--- config.mk ---
export PLATFORM = sky130hd
export DESIGN_NAME = sdma_engine
export DESIGN_NICKNAME = d
export VERILOG_FILES = /design/src/rtl/sdma_pkg.sv /design/src/rtl/sdma_count.sv /design/src/rtl/sdma_addr.sv /design/src/rtl/sdma_seq.sv /design/src/rtl/sdma_engine.sv
export SDC_FILE = /design/constraint.sdc
export NUM_CORES = 1
export LEC_CHECK = 0
export BUFFER_PORTS_ARGS = -buffer_cell sky130_fd_sc_hd__buf_2
export CORE_MARGIN = 3
export CORE_UTILIZATION = 33
export DETAILED_ROUTE_END_ITERATION = 12
export GPL_TIMING_DRIVEN = 0
export PLACE_DENSITY = 0.67
export SLEW_MARGIN = 10
export SYNTH_ARGS = -nofsm -noshare
export SYNTH_HDL_FRONTEND = slang
export SYNTH_SLANG_ARGS = --single-unit
--- constraint.sdc ---
create_clock -name clk -period 5.2 [get_ports clk]
set_clock_uncertainty 0.2 [all_clocks]
set_input_delay 0.26 -clock clk [delete_from_list [all_inputs] [get_ports clk]]
set_output_delay 0.26 -clock clk [all_outputs]
set_load 0.01 [all_outputs]
--- src/rtl/sdma_pkg.sv ---
package sdma_pkg;
    localparam int unsigned REG_SEL_W = 3;

    typedef enum logic [REG_SEL_W-1:0] {
        RA_DIR    = 3'd0,
        RA_COUNT  = 3'd1,
        RA_OFFSET = 3'd2,
        RA_SEND   = 3'd3,
        RA_RECV   = 3'd4,
        RA_STATUS = 3'd5
    } reg_addr_e;

    localparam logic DIR_IN  = 1'b0;
    localparam logic DIR_OUT = 1'b1;
endpackage

--- src/rtl/sdma_count.sv ---
module sdma_count #(
    parameter int unsigned CW = 17
) (
    input  logic          clk,
    input  logic          rst_n,
    input  logic          load,
    input  logic [CW-1:0] load_val,
    input  logic          inc,
    output logic [CW-1:0] cnt,
    output logic          wraps_zero
);
    typedef struct packed {
        logic [CW-1:0] cnt;
    } cnt_t;

    cnt_t q, d;

    always_comb begin
        d = q;
        if (load)
            d.cnt = load_val;
        else if (inc)
            d.cnt = q.cnt + 1'b1;
    end

    always_ff @(posedge clk) begin
        if (!rst_n) q <= '0;
        else        q <= d;
    end

    assign cnt        = q.cnt;
    assign wraps_zero = inc && (q.cnt == {CW{1'b1}});

    // one step per acknowledged byte
    a_r1_count_step: assert property (@(posedge clk) disable iff (!rst_n)
        (inc && !load) |=> (cnt == $past(cnt) + 1'b1));
endmodule

--- src/rtl/sdma_addr.sv ---
module sdma_addr #(
    parameter int unsigned AW = 14
) (
    input  logic          clk,
    input  logic          rst_n,
    input  logic          load_byte,
    input  logic [7:0]    byte_val,
    input  logic          restart,
    input  logic          inc,
    output logic [AW-1:0] addr
);
    typedef struct packed {
        logic          hi_next;
        logic [AW-1:0] addr;
    } addr_t;

    addr_t q, d;
    logic [15:0] merged_unused;

    always_comb begin
        d = q;
        merged_unused = {byte_val, q.addr[7:0]};
        if (restart) begin
            d.hi_next = 1'b0;
        end else if (load_byte) begin
            if (!q.hi_next) d.addr[7:0] = byte_val;
            else            d.addr      = merged_unused[AW-1:0];
            d.hi_next = !q.hi_next;
        end
        if (inc)
            d.addr = q.addr + 1'b1;
    end

    always_ff @(posedge clk) begin
        if (!rst_n) q <= '0;
        else        q <= d;
    end

    assign addr = q.addr;

    // buffer address advances modulo the buffer size
    a_r3_addr_step: assert property (@(posedge clk) disable iff (!rst_n)
        (inc && !load_byte) |=> (addr == AW'($past(addr) + 1'b1)));
endmodule

--- src/rtl/sdma_seq.sv ---
module sdma_seq (
    input  logic clk,
    input  logic rst_n,
    input  logic start_go,
    input  logic zero_cnt,
    input  logic end_xfer,
    input  logic clr_irq,
    input  logic clr_err,
    input  logic lock_hit,
    output logic busy,
    output logic irq,
    output logic err
);
    typedef struct packed {
        logic busy;
        logic irq;
        logic err;
    } seq_t;

    seq_t q, d;

    always_comb begin
        d = q;
        if (lock_hit)     d.err = 1'b1;
        else if (clr_err) d.err = 1'b0;
        if (q.busy) begin
            if (end_xfer) begin
                d.busy = 1'b0;
                d.irq  = 1'b1;
            end
        end else begin
            if (clr_irq) d.irq = 1'b0;
            if (start_go) begin
                if (zero_cnt) d.irq  = 1'b1;
                else          d.busy = 1'b1;
            end
        end
    end

    always_ff @(posedge clk) begin
        if (!rst_n) q <= '0;
        else        q <= d;
    end

    assign busy = q.busy;
    assign irq  = q.irq;
    assign err  = q.err;

    // flag holds until cleared by the host
    a_r8_irq_hold: assert property (@(posedge clk) disable iff (!rst_n)
        (irq && !clr_irq) |=> irq);
    // a locked-out access leaves the error flag set
    a_r7_err_set: assert property (@(posedge clk) disable iff (!rst_n)
        lock_hit |=> err);
    // never busy with the flag still pending
    a_r8_busy_irq_excl: assert property (@(posedge clk) disable iff (!rst_n)
        $onehot0({busy, irq}));
endmodule

--- src/rtl/sdma_engine.sv ---
module sdma_engine
    import sdma_pkg::*;
#(
    parameter int unsigned AW = 14,
    parameter int unsigned CW = 17,
    parameter int unsigned HW = 32
) (
    input  logic          clk,
    input  logic          rst_n,
    input  logic          h_req,
    input  logic          h_we,
    input  logic          h_buf,
    input  logic [AW-1:0] h_addr,
    input  logic [HW-1:0] h_wdata,
    output logic [HW-1:0] h_rdata,
    output logic          irq,
    output logic [AW-1:0] buf_addr,
    output logic          buf_we,
    output logic [7:0]    buf_wdata,
    input  logic [7:0]    buf_rdata,
    input  logic          ctl_drq,
    output logic          ctl_dack,
    input  logic [7:0]    ctl_din,
    output logic [7:0]    ctl_dout
);
    localparam int unsigned EXT_W = HW - CW;

    typedef struct packed {
        logic dir;
        logic drq_seen;
    } top_t;

    top_t q, d;

    logic          busy, err;
    logic          acc_ok, reg_wr, handshake, drq_fall, start_go;
    logic [CW-1:0] cnt;
    logic          wraps_zero;
    logic [AW-1:0] xaddr;
    logic [REG_SEL_W-1:0] rsel;
    logic          wdata_unused;

    assign wdata_unused = ^h_wdata[HW-1:CW];
    assign rsel      = h_addr[REG_SEL_W-1:0];
    assign acc_ok    = h_req && !busy;
    assign reg_wr    = acc_ok && h_we && !h_buf;
    assign handshake = busy && ctl_drq;
    assign drq_fall  = q.drq_seen && !ctl_drq;
    assign start_go  = reg_wr && !irq &&
                       (((rsel == RA_SEND) && (q.dir == DIR_OUT)) ||
                        ((rsel == RA_RECV) && (q.dir == DIR_IN)));

    always_comb begin
        d = q;
        d.drq_seen = ctl_drq;
        if (reg_wr && rsel == RA_DIR)
            d.dir = h_wdata[0];
    end

    always_ff @(posedge clk) begin
        if (!rst_n) q <= '0;
        else        q <= d;
    end

    sdma_count #(.CW(CW)) u_count (
        .clk        (clk),
        .rst_n      (rst_n),
        .load       (reg_wr && rsel == RA_COUNT),
        .load_val   (h_wdata[CW-1:0]),
        .inc        (handshake),
        .cnt        (cnt),
        .wraps_zero (wraps_zero)
    );

    sdma_addr #(.AW(AW)) u_addr (
        .clk       (clk),
        .rst_n     (rst_n),
        .load_byte (reg_wr && rsel == RA_OFFSET),
        .byte_val  (h_wdata[7:0]),
        .restart   (start_go),
        .inc       (handshake),
        .addr      (xaddr)
    );

    sdma_seq u_seq (
        .clk      (clk),
        .rst_n    (rst_n),
        .start_go (start_go),
        .zero_cnt (cnt == '0),
        .end_xfer (wraps_zero || drq_fall),
        .clr_irq  (reg_wr && rsel == RA_STATUS && h_wdata[0]),
        .clr_err  (reg_wr && rsel == RA_STATUS && h_wdata[1]),
        .lock_hit (h_req && busy),
        .busy     (busy),
        .irq      (irq),
        .err      (err)
    );

    // buffer port sharing
    assign buf_addr  = busy ? xaddr : h_addr;
    assign buf_we    = busy ? (handshake && q.dir == DIR_IN)
                            : (acc_ok && h_buf && h_we);
    assign buf_wdata = busy ? ctl_din : h_wdata[7:0];
    assign ctl_dack  = handshake;
    assign ctl_dout  = (busy && q.dir == DIR_OUT) ? buf_rdata : 8'h00;

    always_comb begin
        h_rdata = '0;
        if (acc_ok) begin
            if (h_buf) begin
                h_rdata[7:0] = buf_rdata;
            end else begin
                case (rsel)
                    RA_DIR:    h_rdata[0] = q.dir;
                    RA_COUNT:  h_rdata = (cnt == '0) ? '0 : {{EXT_W{1'b1}}, cnt};
                    RA_OFFSET: h_rdata[AW-1:0] = xaddr;
                    RA_STATUS: h_rdata[1:0] = {err, irq};
                    default:   h_rdata = '0;
                endcase
            end
        end
    end

    // a strobe while the flag is pending does not start anything
    a_r8_start_blocked: assert property (@(posedge clk) disable iff (!rst_n)
        (irq && h_req && h_we && !h_buf && (rsel == RA_SEND || rsel == RA_RECV)) |=> !busy);
endmodule

==> key figures, run 1 <==
Pwr
  • Pwr Density: 158 mW/mm^2
  • Max rail drop VDD: 0.0000710 V
  • Pleak: 1.65 nW

Drt
  • Routed WL: 11,100 um
  • Vias: 3,513
  • Wirelength per Cell: 18.2 um
  • Vias per cell: 5.75
  • Pre-Repair DR Iteration Count: 5
  • Drt initial violations: 193
  • Drt drc: 0
  • Routed Antenna Nets: 0

Setup path
  • CP Data Arrival Time: between 2000 and 3000 ps
  • Slowest CP cell: nor3b_1
  • Start point of the critical path: u_seq.busy$_SDFF_PN0_
  • Crit path cell chain: nor3b_1 -> nand2_1 -> nor2_2 -> a21o_2 -> buf_2
  • Endpoint class of the critical path: primary output
  • FF-to-FF path depth: 7
  • Reg2reg start: u_count.cnt[0]$_SDFFE_PN0P_
  • Crit-path max cell delay: ~760 ps
  • Worst setup path endpoint: h_rdata[5]
  • Setup crit start kind: flop
  • WP data required: 4740 ps
  • Critical path type: reg2out
  • FF-to-FF setup slack: 2790 ps
  • CP max FO: 23
  • R2R Path End: u_count.cnt[16]$_SDFFE_PN0P_

Yosys
  • Cell variety after synth: between 60 and 70
  • Ranking of synthesized cells by area: dfxtp_1 25%, mux2_2 7.9%, buf_4 3.8%
  • Post-synth EDFFs: 0
  • Count leader, synth: dfxtp_1
  • Yosys top cell area share: between 20% and 30%
  • Synth async-reset ratio: 0%
  • Synth warn: 0
  • Register area share after synthesis: 24.8%
  • Synthesized area: 0.00298 mm^2
  • Post-synthesis average cell area: about 7.9 um^2
  • Synth Instances: 379
  • Mapped Nets: around 450
  • FF+latch count, synth: 37
  • Post-synth top cells: 37 x dfxtp_1, 28 x nand2_1, 22 x nor2_1
  • Yosys top cell by area: dfxtp_1
  • Main flop type after synthesis: dfxtp_1

Clock network
  • # resized after CTS: 0
  • H-tree depth: 2
  • Post-CTS Hold Fix Bufs: 0
  • Total CTS buffers: 5
  • Clock Latency Late Sink: 300 ps
  • CTS root buffer: clkbuf_8
  • CTS tree: done
  • Worst-path clk slew: 80 ps
  • Clock Tree Buf Depth: 2
  • Clock Sinks: 37
  • # Post-CTS Setup Buffers: 0

Die
  • I/O pin count: 133
  • Starting Density: 34.0%
  • DIE AREA: between 0.01 and 0.015 mm^2
  • Site Rows: 34
  • Chip Height: 101 um
  • Die W: 101 um
  • Core Box Area: 0.00876 mm^2

Hold path
  • Hold Crit Class: in2reg
  • WHS Path Cells: 3

Cells and area
  • Fraction of layout cells with a size suffix above 1: 36.4%
  • Reg area: 741 um^2
  • Layout area overhead: 26.8%
  • Nets@finish: 574
  • Footprint of the multi-input gates: just under 0.002 mm^2
  • Diode count: 0
  • # fillers: around 920
  • Final Util: roughly 43%

STA
  • Final hold vios: 0
  • Max Fclk: roughly 320 MHz
  • Period utilization: 60.0%
  • Setup_tns: 0 ps
  • Setup-failing EPs final: 0
  • Worst-Margin Slew: 887 ps
  • Max Slew Vio Count: 0
  • PnR worst setup slack: 2080 ps
  • Worst slew margin: 40.8%
  • Unrepaired setup endpoints after global routing: no
  • WHS: 25.1 ps
  • Min Tclk post-route: around 3100 ps

Outcome
  • Status: finished clean

Placed design
  • GPL Wtd Cong: 0.920
  • Dpl ws: roughly 2100 ps
  • IO Port Bufs: 116
  • Dpl hpwl: 8490 um

Global route
  • Global-route wire length before repair: 16,800 um
  • Largest net degree at the start of global routing: 24
  • GRT Total Usage: 21.0%
  • Gr ovfl total: 0
  • Vias in the first global route: 3,139
  • Initial antenna violation count: 0

Job
  • Max cap viols: 0
## worst min path at each step
stage	start	end	slack [ps]
floorplan	ctl_drq	q[0]$_SDFF_PN0_	180
global placement	u_count.cnt[16]$_SDFFE_PN0P_	u_count.cnt[16]$_SDFFE_PN0P_	280
detailed placement	u_count.cnt[16]$_SDFFE_PN0P_	u_count.cnt[16]$_SDFFE_PN0P_	280
CTS	h_wdata[15]	u_count.cnt[15]$_SDFFE_PN0P_	30
global route	h_wdata[15]	u_count.cnt[15]$_SDFFE_PN0P_	70
finish	h_wdata[15]	u_count.cnt[15]$_SDFFE_PN0P_	30
## power by group
| group | internal, mW | switching [mW] |
|---|---|---|
| clock network | 0.0955 | 0.110 |
| registers | 0.286 | 0.00344 |
| logic | 0.0457 | 0.0588 |
| total | 0.427 | 0.172 |
## state kept, by name, summed over array words and instances (netlist names)
register     flops
u_seq.irq        1
u_seq.busy       1
u_addr.addr     14
u_addr.q         1
u_count.cnt     17
u_seq.err        1
q                2
## cell type report
type                    instances  area share (%)
plain buffers                  43            6.12
well taps                     108            3.57
flip-flops and latches         37            19.6
multi-input cells             292            52.5
clock buffers                   8            2.12
repair buffers                116            15.4
inverters                       7           0.695
## critical path, delay by kind of cell, from the launching register on
| family | cells | cell delay (ps) |
|---|---|---|
| AOI/OAI and AO/OA | 1 | 240 |
| DFF | 1 | 380 |
| and+or+nand+nor | 3 | 1610 |
| buffers and inverters | 1 | 130 |
## logic make-up (layout without fill, tap and decap cells)
logic type               count (synthesis)  after routing  share of synthesized area, %
flip-flops                              37             37                          24.8
adder cells (fa/ha/maj)                  4              4                          1.68
AO/OA/AOI/OAI                          101            101                          23.9
multiplexers                            24             24                          8.94
XOR/XNOR                                 8              8                          2.35
buffers and inverters                   50            174                          8.64
AND/OR/NAND/NOR                        155            155                          29.7
## cell usage in the layout (no fill, tap or decap), drive strengths merged, types with 7 or more instances in the layout
cell    netlist  final
a21o          7      7
a21oi        21     21
a22oi         9      9
a31oi         9      9
and3         17     17
buf          29    145
clkbuf       14     22
dfxtp        37     37
mux2         21     21
nand2        28     28
nand3        20     20
nand4        13     13
nor2         23     23
nor3         13     13
nor4         10     10
o21ai        19     19
## metal layers
layer  track usage (%)  up-vias  wire length [um]
met1              28.4     1622              4650
li1                  -     1677                 -
met2              32.3      187              5060
met3              4.15       27               975
met4              8.79        0               410
met5                 0        -                 0
## per-stage QoR
step | power, mW | cell area, um^2 | instances
after global routing | 0.619 | 3780 | 611
after floorplan | 0.347 | 2980 | 379
after detailed placement | 0.399 | 3700 | 603
final | 0.599 | 3780 | 611
after CTS | 0.600 | 3780 | 611
after global placement | 0.398 | 3700 | 603
No activity file was read; power rests on OpenSTA's default activity.
==> run 2, diff against run 1 <==
Clock period 5.2 ns to 3.1 ns, I/O delays scaled along.
==> key figures, run 2 (same netlist as run 1, synthesis figures left out) <==
Outcome
  • Status: complete, but fails checks (was finished clean)
  • Failing checks: hold timing

Die
  • DIE AREA: 0.0102 mm^2 (unchanged)
  • Chip Height: 101 um (unchanged)
  • Site Rows: 34 (unchanged)
  • Die W: 101 um (unchanged)
  • I/O pin count: 133 (unchanged)
  • Core Box Area: 0.00876 mm^2 (unchanged)
  • Starting Density: 34.0% (unchanged)

Setup path
  • Crit path buffers/inverters: 3 (was 1)
  • WP data required: 2740 ps (was 4740 ps)
  • Reg2reg start: u_count.cnt[0]$_SDFFE_PN0P_ (unchanged)
  • Setup crit start kind: primary input (was flop)
  • Endpoint class of the critical path: primary output (unchanged)
  • CP top delay family: simple AND/OR/NAND/NOR gates (unchanged)
  • CP max FO: 23 (unchanged)
  • Critical path type: in2out (was reg2out)
  • Slowest CP cell: nor3b_1 (unchanged)
  • Crit path cell chain: dlygate4sd3_1 -> buf_2 -> nor3b_1 -> nand2_1 -> nor2_4 -> a21o_2 -> buf_2 (was nor3b_1 -> nand2_1 -> nor2_2 -> a21o_2 -> buf_2)
  • Crit-path max cell delay: 730 ps (was 760 ps)
  • Start point of the critical path: h_req (was u_seq.busy$_SDFF_PN0_)
  • CP Data Arrival Time: 2530 ps (was 2660 ps)
  • CP dominant cell by count: buf_2

STA
  • Worst slew margin: 41.1% (was 40.8%)
  • Max Slew Vio Count: 0 (unchanged)
  • Setup_tns: 0 ps (unchanged)
  • Worst-Margin Slew: 881 ps (was 887 ps)
  • Unrepaired setup endpoints after global routing: no (unchanged)
  • PnR worst setup slack: 215 ps (was 2080 ps)
  • WHS: -15.9 ps (was 25.1 ps)
  • Max Fclk: 347 MHz
  • Min Tclk post-route: ~2900 ps
  • Final hold vios: 2 (was 0)
  • Setup-failing EPs final: 0 (unchanged)
  • Period utilization: just over 90%

Global route
  • Grt met2 use: 32.6% (was 32.3%)
  • Gr ovfl total: 0 (unchanged)
  • Grt met1 use: 28.5% (was 28.4%)
  • Met3 Use GR: 4.08% (was 4.15%)
  • Largest net degree at the start of global routing: 24 (unchanged)
  • Initial antenna violation count: 0 (unchanged)
  • Global-route wire length before repair: 16,900 um (was 16,800 um)
  • Vias in the first global route: 3,171 (was 3,139)
  • GRT Total Usage: 21.1% (was 21.0%)
  • GRT busiest layer: met2 (unchanged)

Drt
  • Drt initial violations: 190 (was 193)
  • Routed Antenna Nets: 0 (unchanged)
  • Vias: 3,486 (was 3,513)
  • Drt drc: 0 (unchanged)
  • Vias per cell: 5.64 (was 5.75)
  • Routed WL: 11,100 um (about the same)
  • Pre-Repair DR Iteration Count: 5 (unchanged)
  • Wirelength per Cell: 18.0 um (was 18.2 um)

Cells and area
  • Nets@finish: 581 (was 574)
  • Finished Layout Cells: 618 (was 611)
  • Layout area overhead: 29.3% (was 26.8%)
  • Commonest non-fill, non-tap cell in the layout: buf_2 (unchanged)
  • Fraction of layout cells with a size suffix above 1: 35.9% (was 36.4%)
  • Diode count: 0 (unchanged)
  • Commonest non-fill, non-tap cells in the layout: 127 x buf_2, 37 x dfxtp_1, 28 x nand2_1 (unchanged)
  • Largest register FFs: 17 (unchanged)

Pwr
  • Switch Pwr: 290 uW (was 172 uW)
  • Sequential power share: 47.9% (was 48.3%)
  • Internal power: 722 uW (was 427 uW)
  • Pleak: 1.68 nW (was 1.65 nW)
  • Total power: 1.01 mW (was 599 uW)
  • Clock network fraction of total power: 34.0% (was 34.3%)
  • Pwr Density: 262 mW/mm^2 (was 158 mW/mm^2)
  • Max rail drop VDD: 0.000119 V (was 0.0000710 V)
  • Comb pwr share: 18.0% (was 17.5%)
  • Sw Share: 28.7% (about the same)

Placed design
  • IO Port Bufs: 116 (unchanged)
  • Post-Place Cells: 603 (unchanged)
  • Dpl ws: 80.4 ps (was 2080 ps)
  • Dpl hpwl: 8490 um (unchanged)
  • GPL Wtd Cong: 0.920 (unchanged)

Clock network
  • Clock Sinks: 37 (unchanged)
  • Clock Latency Late Sink: 290 ps (was 300 ps)
  • CTS tree: done (unchanged)
  • Worst-path clk slew: 70 ps (was 80 ps)
  • # Post-CTS Setup Buffers: 0 (unchanged)
  • CTS root buffer: clkbuf_8 (unchanged)
  • Clock Tree Buf Depth: 2 (unchanged)
  • Total CTS buffers: 5 (unchanged)
  • H-tree depth: 2 (unchanged)

Hold path
  • Worst Min Path Start: h_wdata[10] (was h_wdata[15])
  • Hold Crit Class: in2reg (unchanged)

Job
  • Max cap viols: 0 (unchanged)
-- run 2: repair_timing --
item	CTS	global route
endpoints found under the hold margin	8	0
hold buffers	7	0
setup endpoints to repair	23	23
gates resized for setup	1	1
-- run 2: path summary, 6_finish.rpt --
path / end / slack [ps] / cells after the start
setup / recovery: h_rdata[5] / 210 / 7
hold / removal: u_count.cnt[10]$_SDFFE_PN0P_ / -20 / 3
setup reg to reg: u_count.cnt[16]$_SDFFE_PN0P_ / 680 / 7
hold reg to reg: u_count.cnt[16]$_SDFFE_PN0P_ / 290 / 2
-- run 2: per-stage QoR --
| step | area (um^2) | utilization [%] |
|---|---|---|
| 3_5_place_dp | 3700 | 42.2 |
| 2_1_floorplan | 2980 | - |
| 6_report | 3850 | 44.0 |
| 3_3_place_gp | 3700 | 42.2 |
| 4_1_cts | 3850 | 43.9 |
| 5_1_grt | 3850 | 44.0 |
-- run 2: power by group through the flow --
stage          combinational (mW)  clock [mW]  sequential, mW
2_1_floorplan              0.0879           0           0.494
3_3_place_gp                0.172           0           0.496
3_5_place_dp                0.174           0           0.496
4_1_cts                     0.181       0.347           0.485
5_1_grt                     0.198       0.363           0.485
6_report                    0.183       0.344           0.485
-- run 2: metal layers --
metal	vias to the layer above	wire length (um)
li1	1691	-
met1	1602	4660
met2	167	5060
met3	26	1030
met4	0	371
met5	-	0
-- run 2: area by class of cell --
| class | instances | area (um^2) |
|---|---|---|
| plain buffers | 43 | 231 |
| clock buffers | 8 | 80.1 |
| fillers | 911 | 4910 |
| inverters | 7 | 26.3 |
| multi-input cells | 292 | 1990 |
| flip-flops and latches | 37 | 741 |
| well taps | 108 | 135 |
| repair buffers | 123 | 651 |
-- run 2: worst register-to-register path, stage by stage, from the launching register on --
cell	delay [ps]
dfxtp_1	470
ha_1	310
nand3_1	130
nor4_1	470
and3_1	230
ha_1	220
a22oi_1	180
a21oi_1	80
==> run 3, diff against run 2 <==
Settings changed: CTS_CLUSTER_SIZE set to 8, MAX_ROUTING_LAYER set to met4.
Clock period 3.1 ns to 3.2 ns, I/O delays scaled along.
==> key figures, run 3 (same netlist as run 1, synthesis figures left out) <==
Outcome
  • Status: finished clean (was complete, but fails checks)

STA
  • Max Slew Vio Count: 0 (unchanged)
  • Min Tclk post-route: 2960 ps
  • Worst slew margin: 36.7% (was 41.1%)
  • Unrepaired setup endpoints after global routing: no (unchanged)
  • Final hold vios: 0 (was 2)
  • Max Fclk: between 300 and 400 MHz
  • Setup_tns: 0 ps (unchanged)
  • Worst-Margin Slew: 948 ps (was 881 ps)
  • Period utilization: 92.6%
  • Setup-failing EPs final: 0 (unchanged)

Drt
  • Pre-Repair DR Iteration Count: 5 (unchanged)
  • Wirelength per Cell: 18.3 um (was 18.0 um)
  • Vias: 3,620 (was 3,486)
  • Vias per cell: 5.86 (was 5.64)
  • Routed WL: 11,300 um (was 11,100 um)
  • Drt initial violations: 187 (was 190)
  • Drt drc: 0 (unchanged)
  • Routed Antenna Nets: 0 (unchanged)

Cells and area
  • Commonest non-fill, non-tap cell in the layout: buf_2 (unchanged)
  • Diode count: 0 (unchanged)
  • Commonest non-fill, non-tap cells in the layout: 127 x buf_2, 37 x dfxtp_1, 28 x nand2_1 (unchanged)
  • Fraction of layout cells with a size suffix above 1: 36.1% (was 35.9%)
  • Layout area overhead: 29.8% (was 29.3%)
  • Nets@finish: 582 (was 581)
  • Largest register FFs: 17 (unchanged)
  • # fillers: 924 (was 911)
  • Final Util: 44.2% (was 44.0%)

Die
  • Chip Height: 101 um (unchanged)
  • I/O pin count: 133 (unchanged)
  • Starting Density: 34.0% (unchanged)
  • DIE AREA: 0.0102 mm^2 (unchanged)
  • Die W: 101 um (unchanged)
  • Core Box Area: 0.00876 mm^2 (unchanged)
  • Site Rows: 34 (unchanged)

Setup path
  • CP top delay family: simple AND/OR/NAND/NOR gates (unchanged)
  • WP data required: 2840 ps (was 2740 ps)
  • CP Data Arrival Time: 2600 ps (was 2530 ps)
  • Slowest CP cell: nor3b_1 (unchanged)
  • CP max FO: 23 (unchanged)
  • Crit-path max cell delay: 780 ps (was 730 ps)
  • Setup crit start kind: primary input (unchanged)
  • Critical path type: in2out (unchanged)
  • CP dominant cell by count: buf_2 (unchanged)
  • Crit path buffers/inverters: 3 (unchanged)
  • Crit path cell chain: dlygate4sd3_1 -> buf_2 -> nor3b_1 -> nand2_1 -> nor2_4 -> a21o_2 -> buf_2 (unchanged)
  • Endpoint class of the critical path: primary output (unchanged)

Global route
  • Gr ovfl total: 0 (unchanged)
  • Grt met1 use: 28.0% (was 28.5%)
  • Grt met2 use: 34.6% (was 32.6%)
  • Initial antenna violation count: 0 (unchanged)
  • GRT busiest layer: met2 (unchanged)
  • Largest net degree at the start of global routing: 24 (unchanged)
  • GRT Total Usage: 22.2% (was 21.1%)
  • Global-route wire length before repair: 17,400 um (was 16,900 um)
  • Met3 Use GR: 3.88% (was 4.08%)
  • Vias in the first global route: 3,334 (was 3,171)

Pwr
  • Max rail drop VDD: 0.000150 V (was 0.000119 V)
  • Pwr Density: 257 mW/mm^2 (was 262 mW/mm^2)
  • Total power: 995 uW (was 1.01 mW)
  • Pleak: 1.69 nW (was 1.68 nW)

Clock network
  • H-tree depth: 2 (unchanged)
  • Worst-path clk slew: 70 ps (about the same)
  • CTS tree: done (unchanged)
  • CTS root buffer: clkbuf_8 (unchanged)
  • Clock Tree Buf Depth: 2 (unchanged)
  • Total CTS buffers: 5 (unchanged)
  • # Post-CTS Setup Buffers: 0 (unchanged)
  • Clock Sinks: 37 (unchanged)
  • Clock Latency Late Sink: 300 ps (was 290 ps)

Job
  • Max cap viols: 0 (unchanged)

Placed design
  • Dpl hpwl: 8560 um (was 8490 um)
  • IO Port Bufs: 116 (unchanged)
  • GPL Wtd Cong: 0.927 (was 0.920)

Hold path
  • Hold Crit Class: in2reg (unchanged)
[run 3: cell types whose count changed in the layout (fill, tap and decap cells not counted)]
cell / before / now
clkbuf_1: 17 / 15
clkbuf_8: 5 / 6
dlygate4sd3_1: 7 / 8
[run 3: power by group]
part | switching, mW | total [mW] | internal, mW | leakage (nW)
Clock | 0.175 | 0.346 | 0.171 | 0.0443
Sequential | 0.00567 | 0.470 | 0.464 | 0.299
Combinational | 0.0975 | 0.178 | 0.0807 | 1.35
[run 3: layout make-up]
cell class	instances	area [um^2]	area share [%]
Tap cell	108	135	3.49
Multi-Input combinational cell	292	1990	51.4
Buffer	43	231	5.98
Timing Repair Buffer	124	661	17.1
Sequential cell	37	741	19.1
Clock buffer	7	86.3	2.23
Inverter	7	26.3	0.679
[run 3: repair_timing]
item                       4_1_cts  5_1_grt
setup endpoints to repair       23       22
hold buffers                     8        0
hold endpoints to repair         8        0
gates resized for setup          1        1
cloned                           0        0
[run 3: final timing paths]
| path | end | cells past startpoint | start | slack (ps) |
|---|---|---|---|---|
| worst min-delay path | u_count.cnt[13]$_SDFFE_PN0P_ | 3 | h_wdata[13] | 4 |
| worst min register to register | u_addr.addr[13]$_SDFFE_PN0P_ | 2 | u_addr.addr[13]$_SDFFE_PN0P_ | 300 |
| worst max register to register | u_count.cnt[16]$_SDFFE_PN0P_ | 7 | u_count.cnt[0]$_SDFFE_PN0P_ | 820 |
| worst max-delay path | h_rdata[5] | 7 | h_req | 240 |
[run 3: through the flow]
stage | hold WS (ps) | instance area (um^2) | cells | worst slack, ps
floorplan | 81.7 | 2980 | 379 | 770
global placement | 241 | 3700 | 603 | 194
detailed placement | 246 | 3700 | 603 | 126
CTS | 5.75 | 3870 | 618 | 75.0
global route | 22.9 | 3870 | 618 | 157
finish | 3.72 | 3870 | 618 | 237
[run 3: worst reg2reg max path: cells and delay by family, from the launching register on]
family	cells	cell delay, ps
adder cells (fa/ha/maj)	2	540
flip-flops	1	470
AND/OR/NAND/NOR	3	780
AO/OA/AOI/OAI	2	250
[run 3: per-layer routing]
| metal | up-vias | share of wire (%) | wire (um) |
|---|---|---|---|
| met5 | - | 0 | 0 |
| met4 | 0 | 3.6 | 408 |
| met3 | 29 | 8.5 | 963 |
| met2 | 192 | 46 | 5190 |
| met1 | 1709 | 42 | 4770 |
| li1 | 1690 | - | - |
